### config.mk
export PLATFORM = sky130hd
export DESIGN_NAME = i2cb_ctrl
export DESIGN_NICKNAME = d
export VERILOG_FILES = /design/src/rtl/i2cb_pkg.sv /design/src/rtl/i2cb_tick.sv /design/src/rtl/i2cb_busmon.sv /design/src/rtl/i2cb_engine.sv /design/src/rtl/i2cb_ctrl.sv
export SDC_FILE = /design/constraint.sdc
export NUM_CORES = 1
export LEC_CHECK = 0
export ABC_AREA = 0
export BUFFER_PORTS_ARGS = -buffer_cell sky130_fd_sc_hd__buf_2
export CAP_MARGIN = 20
export CORE_MARGIN = 4
export CORE_UTILIZATION = 52
export CTS_CLUSTER_SIZE = 28
export DETAILED_ROUTE_END_ITERATION = 10
export MAX_ROUTING_LAYER = met4
export PLACE_DENSITY_LB_ADDON = 0.15
export SLEW_MARGIN = 20
export SYNTH_ARGS = -nofsm -noshare
export SYNTH_HDL_FRONTEND = slang
export SYNTH_SLANG_ARGS = --single-unit
### constraint.sdc
create_clock -name clk -period 2 [get_ports clk]
set_input_delay 0.3 -clock clk [delete_from_list [all_inputs] [get_ports clk]]
set_output_delay 0.3 -clock clk [all_outputs]
set_load 0.01 [all_outputs]
### src/rtl/i2cb_pkg.sv
package i2cb_pkg;

  typedef enum logic [2:0] {E_IDLE, E_START, E_HOLD, E_BIT, E_STOP, E_RSTART} eng_t;

  localparam logic [1:0] A_CTRL = 2'd0;
  localparam logic [1:0] A_STAT = 2'd1;
  localparam logic [1:0] A_DATA = 2'd2;

  localparam int C_EN  = 7;
  localparam int C_MS  = 5;
  localparam int C_TX  = 4;
  localparam int C_NAK = 3;
  localparam int C_RS  = 2;

  localparam int S_BUSY = 5;
  localparam int S_AL   = 4;
  localparam int S_IRQ  = 1;
  localparam int S_RXAK = 0;

  // index of the final quarter-bit phase of each running state
  function automatic logic [1:0] last_phase(eng_t s);
    case (s)
      E_START, E_STOP:  return 2'd2;
      E_BIT, E_RSTART:  return 2'd3;
      default:          return 2'd0;
    endcase
  endfunction

  // a data bit pulls SDA low only for a 0 and only while the bus is still ours
  function automatic logic pull_for_bit(logic bit_val, logic lost);
    return !bit_val && !lost;
  endfunction

endpackage

### src/rtl/i2cb_tick.sv
module i2cb_tick #(
  parameter int DIV = 4
) (
  input  logic clk,
  input  logic rst_n,
  input  logic run,
  output logic tick
);
  localparam int CW = (DIV > 1) ? $clog2(DIV) : 1;
  logic [CW-1:0] cnt;

  assign tick = run && (cnt == CW'(DIV - 1));

  always_ff @(posedge clk or negedge rst_n) begin
    if (!rst_n)      cnt <= '0;
    else if (!run)   cnt <= '0;
    else if (tick)   cnt <= '0;
    else             cnt <= cnt + 1'b1;
  end
endmodule

### src/rtl/i2cb_busmon.sv
module i2cb_busmon (
  input  logic clk,
  input  logic rst_n,
  input  logic scl_i,
  input  logic sda_i,
  output logic scl_s,
  output logic sda_s,
  output logic start_det,
  output logic stop_det,
  output logic busy
);
  logic [1:0] scl_sync, sda_sync;
  logic       scl_d, sda_d;

  assign scl_s     = scl_sync[1];
  assign sda_s     = sda_sync[1];
  assign start_det = scl_s && scl_d && sda_d && !sda_s;
  assign stop_det  = scl_s && scl_d && !sda_d && sda_s;

  always_ff @(posedge clk or negedge rst_n) begin
    if (!rst_n) begin
      scl_sync <= 2'b11;
      sda_sync <= 2'b11;
      scl_d    <= 1'b1;
      sda_d    <= 1'b1;
      busy     <= 1'b0;
    end else begin
      scl_sync <= {scl_sync[0], scl_i};
      sda_sync <= {sda_sync[0], sda_i};
      scl_d    <= scl_s;
      sda_d    <= sda_s;
      if (start_det)     busy <= 1'b1;
      else if (stop_det) busy <= 1'b0;
    end
  end
endmodule

### src/rtl/i2cb_engine.sv
module i2cb_engine
  import i2cb_pkg::*;
(
  input  logic       clk,
  input  logic       rst_n,
  input  logic       en,
  input  logic       tick,
  input  logic       sda_s,
  input  logic       cmd_start,
  input  logic       cmd_byte,
  input  logic       cmd_rstart,
  input  logic       want_bus,
  input  logic       tx_mode,
  input  logic       no_ack,
  input  logic [7:0] tx_data,
  output eng_t       st,
  output logic       run,
  output logic       scl_oe,
  output logic       sda_oe,
  output logic       byte_done,
  output logic       arb_end,
  output logic       lost_now,
  output logic [7:0] rx_data,
  output logic       rx_ack
);
  eng_t       st_q;
  logic [1:0] ph;
  logic [3:0] bitn;
  logic [7:0] sh;
  logic       samp, lost, txm, nak;
  logic       at_last, ack_bit;

  assign st        = st_q;
  assign run       = (st_q == E_START) || (st_q == E_BIT) || (st_q == E_STOP) || (st_q == E_RSTART);
  assign at_last   = tick && (ph == last_phase(st_q));
  assign ack_bit   = (bitn == 4'd8);
  assign byte_done = (st_q == E_BIT) && at_last && ack_bit && !lost;
  assign arb_end   = (st_q == E_BIT) && at_last && ack_bit && lost;
  assign lost_now  = lost;
  assign rx_data   = sh;

  always_ff @(posedge clk or negedge rst_n) begin
    if (!rst_n) begin
      st_q <= E_IDLE; ph <= 2'd0; bitn <= 4'd0; sh <= 8'h00;
      samp <= 1'b1; lost <= 1'b0; txm <= 1'b0; nak <= 1'b0; rx_ack <= 1'b0;
    end else if (!en) begin
      st_q <= E_IDLE; ph <= 2'd0; lost <= 1'b0;
    end else begin
      case (st_q)
        E_IDLE: if (cmd_start) begin st_q <= E_START; ph <= 2'd0; end
        E_HOLD: begin
          ph <= 2'd0;
          if (!want_bus)      st_q <= E_STOP;
          else if (cmd_rstart) st_q <= E_RSTART;
          else if (cmd_byte) begin
            st_q <= E_BIT; bitn <= 4'd0; sh <= tx_data;
            txm <= tx_mode; nak <= no_ack; lost <= 1'b0;
          end
        end
        default: if (tick) begin
          if (st_q == E_BIT && ph == 2'd2) begin
            samp <= sda_s;
            if (txm && !ack_bit && sh[7] && !sda_s) lost <= 1'b1;
          end
          if (ph == last_phase(st_q)) begin
            ph <= 2'd0;
            case (st_q)
              E_START, E_RSTART: st_q <= E_HOLD;
              E_STOP:            st_q <= E_IDLE;
              default: begin
                if (ack_bit) begin
                  if (txm) rx_ack <= samp;
                  st_q <= lost ? E_IDLE : E_HOLD;
                end else begin
                  sh   <= {sh[6:0], samp};
                  bitn <= bitn + 4'd1;
                end
              end
            endcase
          end else begin
            ph <= ph + 2'd1;
          end
        end
      endcase
    end
  end

  always_comb begin
    scl_oe = 1'b0;
    sda_oe = 1'b0;
    case (st_q)
      E_START:  begin sda_oe = (ph != 2'd0); scl_oe = (ph == 2'd2); end
      E_HOLD:   scl_oe = 1'b1;
      E_BIT: begin
        scl_oe = (ph == 2'd0) || (ph == 2'd3);
        if (!ack_bit) sda_oe = txm && pull_for_bit(sh[7], lost);
        else          sda_oe = !txm && !nak && !lost;
      end
      E_STOP:   begin scl_oe = (ph == 2'd0); sda_oe = (ph != 2'd2); end
      E_RSTART: begin scl_oe = (ph == 2'd0) || (ph == 2'd3); sda_oe = (ph >= 2'd2); end
      default:  ;
    endcase
  end
endmodule

### src/rtl/i2cb_ctrl.sv
module i2cb_ctrl
  import i2cb_pkg::*;
#(
  parameter int DIV = 4
) (
  input  logic       clk,
  input  logic       rst_n,
  input  logic       wr_en,
  input  logic       rd_en,
  input  logic [1:0] addr,
  input  logic [7:0] wdata,
  output logic [7:0] rdata,
  output logic       irq,
  input  logic       scl_i,
  input  logic       sda_i,
  output logic       scl_oe,
  output logic       sda_oe
);
  logic en_q, ms_q, tx_q, nak_q, al_q, irq_q;
  logic scl_s, sda_s, start_det, stop_det, busy;
  logic tick, run, byte_done, arb_end, lost_now, rx_ack;
  logic [7:0] rx_data;
  eng_t st;

  logic ctrl_wr, stat_wr, data_wr, data_rd;
  logic ms_rise, lines_idle, cmd_start, start_inhibit, cmd_rstart, cmd_byte;

  assign ctrl_wr = wr_en && (addr == A_CTRL);
  assign stat_wr = wr_en && (addr == A_STAT);
  assign data_wr = wr_en && (addr == A_DATA);
  assign data_rd = rd_en && (addr == A_DATA);

  assign lines_idle    = scl_s && sda_s;
  assign ms_rise       = ctrl_wr && wdata[C_EN] && wdata[C_MS] && !ms_q && (st == E_IDLE);
  assign cmd_start     = ms_rise && lines_idle;
  assign start_inhibit = ms_rise && !lines_idle;
  assign cmd_rstart    = ctrl_wr && wdata[C_RS] && ms_q && (st == E_HOLD);
  assign cmd_byte      = (st == E_HOLD) && ms_q && ((data_wr && tx_q) || (data_rd && !tx_q));

  i2cb_tick #(.DIV(DIV)) u_tick (.clk(clk), .rst_n(rst_n), .run(run), .tick(tick));

  i2cb_busmon u_mon (
    .clk(clk), .rst_n(rst_n), .scl_i(scl_i), .sda_i(sda_i),
    .scl_s(scl_s), .sda_s(sda_s), .start_det(start_det), .stop_det(stop_det), .busy(busy)
  );

  i2cb_engine u_eng (
    .clk(clk), .rst_n(rst_n), .en(en_q), .tick(tick), .sda_s(sda_s),
    .cmd_start(cmd_start), .cmd_byte(cmd_byte), .cmd_rstart(cmd_rstart),
    .want_bus(ms_q), .tx_mode(tx_q), .no_ack(nak_q), .tx_data(wdata),
    .st(st), .run(run), .scl_oe(scl_oe), .sda_oe(sda_oe),
    .byte_done(byte_done), .arb_end(arb_end), .lost_now(lost_now),
    .rx_data(rx_data), .rx_ack(rx_ack)
  );

  always_ff @(posedge clk or negedge rst_n) begin
    if (!rst_n) begin
      en_q <= 1'b0; ms_q <= 1'b0; tx_q <= 1'b0; nak_q <= 1'b0;
      al_q <= 1'b0; irq_q <= 1'b0;
    end else begin
      if (ctrl_wr) begin
        en_q  <= wdata[C_EN];
        ms_q  <= wdata[C_MS] && wdata[C_EN] && !start_inhibit;
        tx_q  <= wdata[C_TX];
        nak_q <= wdata[C_NAK];
      end
      if (stat_wr) begin
        al_q  <= al_q && wdata[S_AL];
        irq_q <= irq_q && wdata[S_IRQ];
      end
      if (byte_done) irq_q <= 1'b1;
      if (arb_end || start_inhibit) begin
        al_q  <= 1'b1;
        irq_q <= 1'b1;
        ms_q  <= 1'b0;
      end
    end
  end

  assign irq = irq_q;

  always_comb begin
    case (addr)
      A_CTRL:  rdata = {en_q, 1'b0, ms_q, tx_q, nak_q, 3'b000};
      A_STAT:  rdata = {2'b00, busy, al_q, 2'b00, irq_q, rx_ack};
      A_DATA:  rdata = rx_data;
      default: rdata = 8'h00;
    endcase
  end
endmodule

**Word level (Yosys, flattened, before mapping)**

Cells that the tools add are included.

- RAM bits: 0
- Memory bits (read-only): 0
- Output and inout port bits: 11
- Register bits after elaboration: 37
- Logic and storage cells: 199
- Input port bits: 16
- Memories kept: 0
- Latch bits: 0

- Div/mod/pow operators: 0
- Bitwise gates (word level): 4
- Mux-type cells: 59
- Eq/ne operators: 31
- $lt $le $gt $ge: 1
- Reduce and logical (&&, ||, !) cells: 80
- Multiply operators: 0
- Shift-type cells: 0
- Add/sub/neg operators: 3

Operator list:

| operator | number |
|---|---|
| 8-bit two-way mux | 7 |
| 1-bit logical AND | 41 |
| 4-bit two-way mux | 7 |
| 3-bit two-way mux | 8 |
| 8-bit case mux with 3 select lines | 1 |
| 2-bit two-way mux | 10 |
| 1-bit two-way mux | 17 |
| 8-bit case mux with 2 select lines | 1 |
| 7-bit AND reduction | 2 |
| 2-bit != test (second input constant) | 6 |
| 3-bit != test (second input constant) | 4 |
| 3-bit case mux with 2 select lines | 2 |
| 2-bit nonzero test | 6 |
| 1-bit logical NOT | 11 |
| 5-bit AND reduction | 2 |
| 3-bit by 1-bit != test with 1-bit output (second input constant) | 3 |
| 9-bit AND reduction | 1 |
| 2-bit equality test (second input constant) | 4 |
| 4-bit by 1-bit != test with 1-bit output (second input constant) | 2 |
| 1-bit case mux with 4 select lines | 2 |
| 2-bit case mux with 2 select lines | 2 |
| 4-bit case mux with 2 select lines | 1 |
| 2-bit OR reduction | 4 |
| 3-bit by 2-bit equality test with 1-bit output (second input constant) | 2 |
| 20 further kinds | 32 |

**Longest topological paths before layout**

Gate-level depths: netlist of run 1.

- Depth after elaboration: 13
- Mapped depth: 7
- Mapped depth without buffers: 7

**By module**

From an unflattened synthesis of run 1, not the netlist that was laid out.

- Cells, all modules: 246
- Area total of the unflattened synthesis: 2317.2 um^2

Modules (own cells, without submodules):

| module | area each (um^2) | cells an instance | sequential area each (um^2) | instances |
|---|---|---|---|---|
| i2cb_engine | 1541.5 | 176 | 551.8 | 1 |
| i2cb_ctrl | 470.5 | 50 | 150.1 | 1 |
| i2cb_busmon | 216.5 | 14 | 182.7 | 1 |
| i2cb_tick | 88.8 | 6 | 50.0 | 1 |

**Worst setup path before layout of run 1**

OpenSTA, ideal clock, no wires.

- Path type: register to register
- Start point: reg u_eng.st_q[0] (netlist: u_eng.st[0])
- End point: reg u_eng.sh[2] (netlist: u_eng.rx_data[2])
- Data required time: 1875 ps
- Clock period less this slack: 1959 ps
- Stages on the path, launching flop included: 8
- Data arrival time: 1834 ps
- Setup time: 125 ps
- Slack: 41 ps
- Buffers on the path: 2
- Cells stage by stage: dfrtp_1 > clkbuf_1 > nor3b_1 > buf_2 > nand2_1 > o21a_1 > a21oi_4 > mux2_2

- Longest elaborated chain between the ends: 9
- Elaborated cells on any way between the ends: 31
- Those cells by class: eq/ne: 11; mux: 5; bitwise: 1; reduce/logical: 14

Ends and longest elaborated chain:

| item | line | source |
|---|---|---|
| from (decl) | i2cb_engine.sv:26 | `eng_t st_q;` |
| from (signal assigned) | i2cb_engine.sv:73 | `st_q <= lost ? E_IDLE : E_HOLD;` |
| 3-bit by 2-bit equality test with 1-bit output (tied with other cells) | i2cb_pkg.sv:22, i2cb_engine.sv:34 |  |
| 2-bit OR reduction (on tied branches) | n/a |  |
| 2-bit case mux with 2 select lines | i2cb_pkg.sv:22 | `case (s)` |
| 2-bit two-way mux | i2cb_engine.sv:60 | `default: if (tick) begin` |
| 2-bit two-way mux | i2cb_engine.sv:49 | `case (st_q)` |
| 2-bit two-way mux | i2cb_engine.sv:46 | `end else if (!en) begin` |
| 2-bit equality test | i2cb_engine.sv:65 | `if (ph == last_phase(st_q)) begin` |
| 2-bit nonzero test (no line) | n/a |  |
| 9-bit AND reduction (no line) | n/a |  |
| to (signal assigned) | i2cb_engine.sv:75 | `sh <= {sh[6:0], samp};` |
| to (decl) | i2cb_engine.sv:29 | `logic [7:0] sh;` |

Several ways; a longest one is shown, not always the timed one. The select of a mux whose other input is x is not followed.
A chain may end at the register's enable or synchronous reset.

**Worst setup path in the final report of run 1**

- Start point: reg u_eng.ph[1]
- End point: out sda_oe

- Longest elaborated chain between the ends: 2
- Elaborated cells on any way between the ends: 4
- Those cells by class: order compare: 1; eq/ne: 1; mux: 1; reduce/logical: 1

Ends and longest elaborated chain:

| item | line | source |
|---|---|---|
| from (decl) | i2cb_engine.sv:27 | `logic [1:0] ph;` |
| from (signal assigned) | i2cb_engine.sv:81 | `ph <= ph + 2'd1;` |
| 2-bit greater-or-equal comparator (tied with other cells) | i2cb_engine.sv:100 | `E_RSTART: begin scl_oe = (ph == 2'd0) \|\| (ph == 2'd3); sda_oe = (ph >= 2'd2); end` |
| 1-bit case mux with 4 select lines * | i2cb_engine.sv:91 | `case (st_q)` |
| to (decl) | i2cb_ctrl.sv:17 | `output logic sda_oe` |

Every way passes the cells marked *; elsewhere a longest branch is shown, timed or not.

==> results of run 1 <==
[through the flow]
stage | utilization | hold slack [ns]
floorplan | - | 0.004409
global placement | 0.6332 | 0.3461
detailed placement | 0.6332 | 0.3472
CTS | 0.6873 | 0.04747
global route | 0.7202 | 0.06971
finish | 0.7202 | 0.03214
[synth_stat cells (2+ instances only)]
library cell | number | area [um2]
dfrtp_1 | 30 | 750.7
nand2_1 | 25 | 93.84
mux2_2 | 20 | 225.2
nor2_1 | 15 | 56.30
o21ai_0 | 12 | 60.06
inv_1 | 9 | 33.78
a21oi_1 | 8 | 40.04
dfstp_2 | 7 | 183.9
nand3_1 | 6 | 30.03
clkbuf_1 | 5 | 18.77
ha_1 | 5 | 62.56
mux2i_1 | 5 | 50.05
nor3_1 | 5 | 25.02
mux2_1 | 4 | 45.04
nand2b_1 | 4 | 25.02
nor2b_1 | 4 | 25.02
a22o_1 | 3 | 26.28
a31oi_1 | 3 | 18.77
buf_2 | 3 | 15.01
nand4_1 | 3 | 18.77
nor3b_1 | 3 | 22.52
o21ai_1 | 3 | 15.01
a211o_1 | 2 | 17.52
and2_1 | 2 | 12.51
nand3b_1 | 2 | 15.01
o211ai_1 | 2 | 15.01
o21a_1 | 2 | 15.01
o22ai_1 | 2 | 12.51
o31ai_1 | 2 | 15.01
[routing by layer]
| layer | GRT usage | part of all wire |
|---|---|---|
| met1 | 0.2939 | 0.46 |
| met5 | - | 0 |
| met2 | 0.3717 | 0.48 |
| met3 | 0.04545 | 0.045 |
| met4 | 0.08402 | 0.019 |
[critical path, cell delays in order, from the launching register on]
cell and delay (ns):
dfrtp_1 0.44, buf_4 0.19, ha_4 0.17, o311ai_0 0.42
o41ai_2 0.14, buf_2 0.16
[cells by family after synthesis]
family | count (synthesis)
compound gates | 54
fa+ha+maj | 5
buf+inv | 18
flops | 37
mux | 29
simple gates | 79
[sequential cells by signal, summed over array words and instances (netlist names)]
name / count
u_eng.ph: 2
u_eng.bitn: 4
u_eng.st: 3
nak_q: 1
u_mon.busy: 1
al_q: 1
u_eng.samp: 1
u_eng.lost_now: 1
u_tick.cnt: 2
u_eng.txm: 1
u_eng.nak: 1
ms_q: 1
tx_q: 1
u_mon.scl_sync: 2
u_mon.sda_d: 1
irq: 1
en_q: 1
u_mon.scl_d: 1
u_eng.rx_ack: 1
u_eng.rx_data: 8
u_mon.sda_sync: 2
[power by group]
part	total (mW)	internal (mW)	switching [mW]
registers	0.923	0.843	0.0797
clock network	0.792	0.502	0.290
logic	0.939	0.456	0.482
total	2.65	1.80	0.852
[worst paths after layout]
check	endpoint	slack (ns)
worst max register to register	u_eng.rx_data[5]$_DFFE_PN0P_	-0.03
worst min register to register	u_mon.sda_sync[1]$_DFF_PN1_	0.36
worst max-delay path	sda_oe	-0.11
min in group clk	u_mon.sda_sync[0]$_DFF_PN1_	0.09
max in group asynchronous	u_mon.scl_d$_DFF_PN1_	1.61
worst min-delay path	en_q$_DFFE_PN0N_	0.03
[area by class of cell]
type | instances | share of cell area
clock inverters | 3 | 0.02372
repair buffers | 62 | 0.1462
multi-input cells | 167 | 0.4485
flip-flops and latches | 37 | 0.3230
inverters | 9 | 0.01337
clock buffers | 5 | 0.02372
well taps | 50 | 0.02156
[timing repair]
item                                    in CTS  in global routing
gates resized for setup                     11                 27
pin swaps                                    4                 10
endpoints found under the setup margin       2                 12
setup buffers                                4                  4
==> results.sh, run 1 <==
export IMPL_status="finished with violations"
export IMPL_violations="setup timing"
export IMPL_h_tree_depth=2
export IMPL_port_buffers=26
export IMPL_fill_cells=299
export IMPL_synth_cell_types=55
export IMPL_multi_input_area_um2=1301
export IMPL_ir_drop_mv=0.5957
export IMPL_rows=23
export IMPL_die_h_um=72.76
export IMPL_synth_top_family_by_area="simple AND/OR/NAND/NOR gates"
export IMPL_skew_ns=0.003519
export IMPL_hp_class="in2async"
export IMPL_period_share=1.054
export IMPL_ios=27
export IMPL_synthAdderAreaFrac=0.02869
export IMPL_crit_path_end_kind="primary output"
export IMPL_p_total_mw=2.653
export IMPL_antenna_left=0
export IMPL_maxSlewViolCount=0
export IMPL_startpoint="u_eng.ph[1]$_DFFE_PN0P_"
export IMPL_fmaxAchievable_mhz=474.5
export IMPL_syn_to_final_growth_pct=33.05
export IMPL_rsz0062_at_grt="true"
export IMPL_regArea_um2=937.1
export IMPL_dr_pass1_iters=4
export IMPL_fin_cells=333
export IMPL_fin_crit_ns=2.107
export IMPL_ys_flop_type="dfrtp_1"
export IMPL_fin_tns_setup_ns=-0.2909
export IMPL_route_detailed_drc=0
export IMPL_synth_xor_area_share=0
export IMPL_maxSlewHeadroom=0.6919
export IMPL_yosysSeqAreaShare=0.4286
export IMPL_grt_max_degree=38
export IMPL_nNetsFinal=303
export IMPL_grt_pass1_vias=1880
export IMPL_ys_ff_latch=37
export IMPL_drive_gt1_frac=0.4488
export IMPL_hold_viol=0
export IMPL_start_util=0.5413
export IMPL_layout_common_cells="buf_4, dfrtp_1, buf_2"
export IMPL_dp_worst_setup_slack_ns=-0.02310
export IMPL_syn_nets=243
export IMPL_antenna_cells=0
export IMPL_die_w_um=72.76
export IMPL_synth_compound_area_frac=0.1733
export IMPL_cts_tree="done"
export IMPL_rr_worst_depth=7
export IMPL_syn_area_um2=2181
export IMPL_path_clk_slew_ns=0.08
export IMPL_clk_path_buf_depth=2
export IMPL_synth_async_reset_ratio=1.000
export IMPL_setup_viol=9
export IMPL_synth_edff_count=0
export IMPL_synthCells=222
export IMPL_post_route_worst_setup_slack_ns=-0.1074
export IMPL_cts_hold_buf=0
export IMPL_vias=1904
export IMPL_grt_pass1_wl_um=9135
export IMPL_cts_buffers=5
export IMPL_synth_simple_area_share=0.1865
export IMPL_dpl_cell_count=317
export IMPL_grt_usage=0.2327
export IMPL_dp_hpwl_um=4087
export IMPL_finalInstanceArea_um2=2902
export IMPL_clk_latency_ns=0.30
export IMPL_cp_data_arrival_time_ns=1.81
export IMPL_grt_ovfl_total=0
export IMPL_core_area_um2=4029
export IMPL_routed_wl_um=5582
export IMPL_wl_per_cell_um=16.76
export IMPL_static_leakage_power_nw=1.324
export IMPL_avgSynthCellArea_um2=9.824
export IMPL_tightest_slew_ns=0.4621
export IMPL_place_gp_congestion=0.9152
export IMPL_critPathLaunchType="flip-flop"
export IMPL_drv_cap=0
export IMPL_timing_rr_start="u_eng.ph[0]$_DFFE_PN0P_"
export IMPL_synth_warnings=0
export IMPL_path_class="reg2out"
export IMPL_cts_sinks=37
export IMPL_synth_mux_area_frac=0.1469
export IMPL_place_area_um2=2551
export IMPL_viasPerCell=5.718
export IMPL_antenna_found_initial=0
export IMPL_clockRootBuffer="clkbuf_8"
export IMPL_worstPathMaxFanout=5
export IMPL_final_common_cell="buf_4"
export IMPL_power_density_nw_per_um2=914.4
export IMPL_crit_required_ns=1.70
export IMPL_drt_iter0_markers=92
export IMPL_die_area_um2=5294
(Power assumes the default switching activity.)
==> run 2: changes to the inputs <==
Settings changed: PLACE_DENSITY set to 0.8, PLACE_DENSITY_LB_ADDON 0.15 to unset.
==> results.sh, run 2 (synthesis gave the netlist of run 1 again) <==
export IMPL_dp_hpwl_um=4153
export IMPL_critPathLaunchType="flip-flop"
export IMPL_fmaxAchievable_mhz=479.4
export IMPL_hold_viol=0
export IMPL_power_density_nw_per_um2=839.5
export IMPL_status="finished with violations"
export IMPL_rows=23
export IMPL_wl_per_cell_um=17.97
export IMPL_maxSlewHeadroom=0.6067
export IMPL_drt_iter0_markers=232
export IMPL_cp_data_arrival_time_ns=1.79
export IMPL_core_area_um2=4029
export IMPL_routed_wl_um=6001
export IMPL_multi_input_area_um2=1291
export IMPL_layout_common_cells="buf_4, dfrtp_1, buf_2"
export IMPL_grt_max_degree=27
export IMPL_path_class="reg2out"
export IMPL_clockRootBuffer="clkbuf_8"
export IMPL_dr_pass1_iters=5
export IMPL_grt_pass1_wl_um=9591
export IMPL_rsz0062_at_grt="true"
export IMPL_critical_path_slowest_cell="dfrtp_2"
export IMPL_cts_sinks=37
export IMPL_path_clk_slew_ns=0.08
export IMPL_switching_power_mw=0.8447
export IMPL_crit_path_end_kind="primary output"
export IMPL_final_core_util=0.7102
export IMPL_syn_to_final_growth_pct=31.21
export IMPL_seqPwrFrac=0.386
export IMPL_die_area_um2=5294
export IMPL_post_route_worst_setup_slack_ns=-0.08574
export IMPL_comb_power_share=0.387
export IMPL_startpoint="u_eng.st[0]$_DFFE_PN0P_"
export IMPL_crit_required_ns=1.70
export IMPL_cts_tree="done"
export IMPL_vias=2035
export IMPL_route_detailed_drc=0
export IMPL_place_area_um2=2551
export IMPL_final_common_cell="buf_4"
export IMPL_antenna_found_initial=0
export IMPL_p_sw_frac=0.3516
export IMPL_antenna_left=0
export IMPL_die_h_um=72.76
export IMPL_crit_chain="buf_4 > inv_1 > buf_4 > a21oi_1 > o31ai_1 > buf_2"
export IMPL_grt_ovfl_total=0
export IMPL_clk_latency_ns=0.29
export IMPL_static_leakage_power_nw=1.305
export IMPL_finalInstanceArea_um2=2861
export IMPL_cts_buffers=5
export IMPL_fill_cells=283
export IMPL_largest_reg_flops=8
export IMPL_violations="setup timing"
export IMPL_r2r_end="u_eng.rx_data[4]$_DFFE_PN0P_"
export IMPL_clk_path_buf_depth=2
export IMPL_slowest_delay_ns=0.46
export IMPL_antenna_cells=0
export IMPL_viasPerCell=6.093
export IMPL_h_tree_depth=2
export IMPL_clkPwrFrac=0.228
export IMPL_dpl_cell_count=317
export IMPL_regArea_um2=937.1
export IMPL_nNetsFinal=304
export IMPL_place_gp_congestion=0.9469
export IMPL_drv_cap=0
export IMPL_timing_rr_start="u_eng.st[2]$_DFFE_PN0P_"
export IMPL_skew_ns=0.008158
export IMPL_holdWs_ns=0.005480
export IMPL_rr_worst_depth=7
export IMPL_crit_end="scl_oe"
export IMPL_ir_drop_mv=0.7030
export IMPL_p_int_mw=1.558
export IMPL_grt_usage=0.2422
export IMPL_fin_crit_ns=2.086
export IMPL_drive_gt1_frac=0.4437
export IMPL_worstPathMaxFanout=8
export IMPL_cpMostUsedCell="buf_4"
export IMPL_rrSetupSlack_ns=-0.01
export IMPL_fin_cells=334
export IMPL_start_util=0.5413
export IMPL_maxSlewViolCount=0
export IMPL_setup_viol=8
export IMPL_period_share=1.043
export IMPL_grt_pass1_vias=1933
export IMPL_die_w_um=72.76
export IMPL_ios=27
export IMPL_tightest_slew_ns=0.5899
export IMPL_hp_class="in2async"
export IMPL_port_buffers=26
export IMPL_cts_hold_buf=0
[run 2: layout make-up]
class | count | share of cell area
Timing Repair Buffer | 63 | 0.1509
Tap cell | 50 | 0.02186
Multi-Input combinational cell | 167 | 0.4512
Clock inverter | 1 | 0.002624
Inverter | 9 | 0.01574
Sequential cell | 37 | 0.3275
Clock buffer | 7 | 0.03017
[run 2: worst min path at each step]
stage | slack [ns] | end | cells past startpoint
6_report | 0.005 | u_eng.rx_data[1]$_DFFE_PN0P_ | 1
5_1_grt | 0.02 | u_eng.txm$_DFFE_PN0P_ | 1
4_1_cts | 0.01 | u_eng.rx_data[1]$_DFFE_PN0P_ | 1
3_5_place_dp | 0.33 | al_q$_DFFE_PN0P_ | 1
3_3_place_gp | 0.33 | u_mon.busy$_DFFE_PN0P_ | 1
2_1_floorplan | 0.004 | al_q$_DFFE_PN0P_ | 0
[run 2: repair_timing]
item / 4_1_cts / 5_1_grt
gates resized for setup: 15 / 23
pin swaps: 5 / 3
endpoints found under the setup margin: 2 / 16
setup buffers: 6 / 3
[run 2: per-stage QoR]
stage / setup TNS, ns / worst slack [ns] / power, mW
after floorplan: 0 / 0.04145 / 1.395
after global placement: 0 / 0.05049 / 1.649
final: -0.1497 / -0.08574 / 2.402
after CTS: -0.06462 / -0.03570 / 2.322
after detailed placement: 0 / 0.04673 / 1.666
after global routing: -0.5500 / -0.1909 / 2.546
[run 2: worst max-delay path, delay by kind of cell, from the launching register on]
family	cells	cell delay, ns
compound gates	2	0.32
buf+inv	4	0.73
flops	1	0.46
[run 2: routing by layer]
metal,routed length (um),share of wire,track usage,up-vias
li1,-,-,-,939
met4,174,0.029,0.07992,0
met3,405,0.067,0.04270,21
met5,0,0,-,-
met2,2799,0.47,0.3637,93
met1,2621,0.44,0.3330,982
[run 2: power groups by stage]
stage / logic, mW / clock network [mW] / registers [mW]
floorplan: 0.483 / 0 / 0.912
global placement: 0.714 / 0 / 0.935
detailed placement: 0.728 / 0 / 0.938
CTS: 0.851 / 0.553 / 0.918
global route: 1.02 / 0.593 / 0.936
finish: 0.929 / 0.547 / 0.926
==> run 3: changes to the inputs <==
Settings changed: SETUP_SLACK_MARGIN set to 0.05.
==> results.sh, run 3 (synthesis gave the netlist of run 1 again) <==
export IMPL_status="finished with violations"
export IMPL_rows=23
export IMPL_wl_per_cell_um=19.49
export IMPL_static_leakage_power_nw=1.383
export IMPL_grt_max_degree=38
export IMPL_worstPathMaxFanout=3
export IMPL_fin_tns_setup_ns=-0.1423
export IMPL_met1Wirelength_um=2742
export IMPL_cp_data_arrival_time_ns=1.84
export IMPL_port_buffers=26
export IMPL_maxSlewViolCount=0
export IMPL_cp_top_family="simple AND/OR/NAND/NOR gates"
export IMPL_skew_ns=0.01097
export IMPL_ios=27
export IMPL_wl_met2_um=3451
export IMPL_crit_required_ns=1.70
export IMPL_cts_hold_buf=0
export IMPL_tightest_slew_ns=0.5024
export IMPL_route_detailed_drc=0
export IMPL_drt_iter0_markers=217
export IMPL_place_area_um2=2506
export IMPL_finalInstanceArea_um2=3053
export IMPL_start_util=0.5413
export IMPL_nNetsFinal=315
export IMPL_core_area_um2=4029
export IMPL_grt_pass1_vias=2022
export IMPL_p_total_mw=2.712
export IMPL_critical_path_slowest_cell="dfrtp_1"
export IMPL_path_class="reg2out"
export IMPL_clk_latency_ns=0.30
export IMPL_die_area_um2=5294
export IMPL_setup_viol=1
export IMPL_maxSlewHeadroom=0.6615
export IMPL_drv_cap=0
export IMPL_routed_wl_um=6724
export IMPL_grt_pass1_wl_um=9832
export IMPL_hp_class="in2async"
export IMPL_fin_cells=345
export IMPL_h_tree_depth=2
export IMPL_crit_chain="inv_2 > ha_4 > nand3b_1 > nor3_1 > nor2_1 > o41ai_2 > buf_2"
export IMPL_violations="setup timing"
export IMPL_cts_tree="done"
export IMPL_path_clk_slew_ns=0.07
export IMPL_clockRootBuffer="clkbuf_8"
export IMPL_power_density_nw_per_um2=888.2
export IMPL_die_h_um=72.76
export IMPL_antenna_cells=0
export IMPL_cts_sinks=37
export IMPL_fmaxAchievable_mhz=466.8
export IMPL_rsz0062_at_grt="true"
export IMPL_clk_path_buf_depth=2
export IMPL_hold_viol=0
export IMPL_drive_gt1_frac=0.4881
export IMPL_die_w_um=72.76
export IMPL_largest_reg_flops=8
export IMPL_place_gp_congestion=0.8996
export IMPL_post_route_worst_setup_slack_ns=-0.1423
export IMPL_fill_cells=256
export IMPL_critPathLaunchType="flip-flop"
export IMPL_ir_drop_mv=0.7755
export IMPL_routed_top_layer="met4"
export IMPL_cts_buffers=5
export IMPL_period_share=1.071
export IMPL_final_common_cell="buf_4"
export IMPL_fin_crit_ns=2.142
export IMPL_dr_pass1_iters=5
export IMPL_dpl_cell_count=311
export IMPL_viasPerCell=6.188
export IMPL_antenna_left=0
export IMPL_crit_buf_inv=2
export IMPL_grt_usage=0.2525
export IMPL_syn_to_final_growth_pct=39.99
export IMPL_slowest_delay_ns=0.42
export IMPL_antenna_found_initial=0
export IMPL_crit_path_end_kind="primary output"
export IMPL_layout_common_cells="buf_4, dfrtp_1, buf_2"
export IMPL_vias=2135
export IMPL_dp_hpwl_um=4062
export IMPL_met3WireLength_um=334
export IMPL_grt_ovfl_total=0
## run 3: through the flow
| step | util | hold WS [ns] | setup slack (ns) |
|---|---|---|---|
| floorplan | - | 0.004409 | 0.06057 |
| global placement | 0.6221 | 0.3460 | 0.02022 |
| detailed placement | 0.6221 | 0.3482 | -0.004174 |
| CTS | 0.7062 | 0.05868 | -0.05895 |
| global route | 0.7578 | 0.05627 | -0.2166 |
| finish | 0.7578 | 0.03391 | -0.1423 |
## run 3: layer usage
metal,vias up,global-route usage
met5,-,-
met2,82,0.4018
met4,0,0.1311
met1,1079,0.2963
met3,23,0.06061
li1,951,-
## run 3: path summary, 6_finish.rpt
kind | start | end | slack (ns) | depth (start not counted)
max | u_eng.bitn[1]$_DFFE_PN0P_ | sda_oe | -0.14 | 7
min | rst_n | ms_q$_DFFE_PN0P_ | 0.03 | 2
max reg2reg | u_eng.ph[0]$_DFFE_PN0P_ | u_eng.bitn[3]$_DFFE_PN0P_ | 0.04 | 5
min reg2reg | u_mon.scl_sync[0]$_DFF_PN1_ | u_mon.scl_sync[1]$_DFF_PN1_ | 0.36 | 0
max in group asynchronous | rst_n | u_eng.samp$_DFFE_PN1P_ | 1.61 | 2
min in group clk | sda_i | u_mon.sda_sync[0]$_DFF_PN1_ | 0.09 | 1
## run 3: layout make-up
cell class | instances | area, um2 | area share
clock buffer | 7 | 86.33 | 0.02828
clock inverter | 1 | 7.507 | 0.002459
inverter | 9 | 41.29 | 0.01352
multi-input combinational | 167 | 1363 | 0.4463
sequential | 37 | 938.4 | 0.3074
tap | 50 | 62.56 | 0.02049
timing repair buffer | 74 | 554.3 | 0.1816
## run 3: power by group
part | internal (mW) | total [mW] | switching [mW] | leakage [nW]
Sequential | 0.844 | 0.945 | 0.100 | 0.458
Clock | 0.280 | 0.565 | 0.284 | 0.0445
Combinational | 0.614 | 1.20 | 0.588 | 0.880
## run 3: timing repair
action | CTS | global route
setup endpoints to repair | 11 | 19
buffers inserted | 20 | 9
resized for setup | 20 | 37
pin swaps | 8 | 7
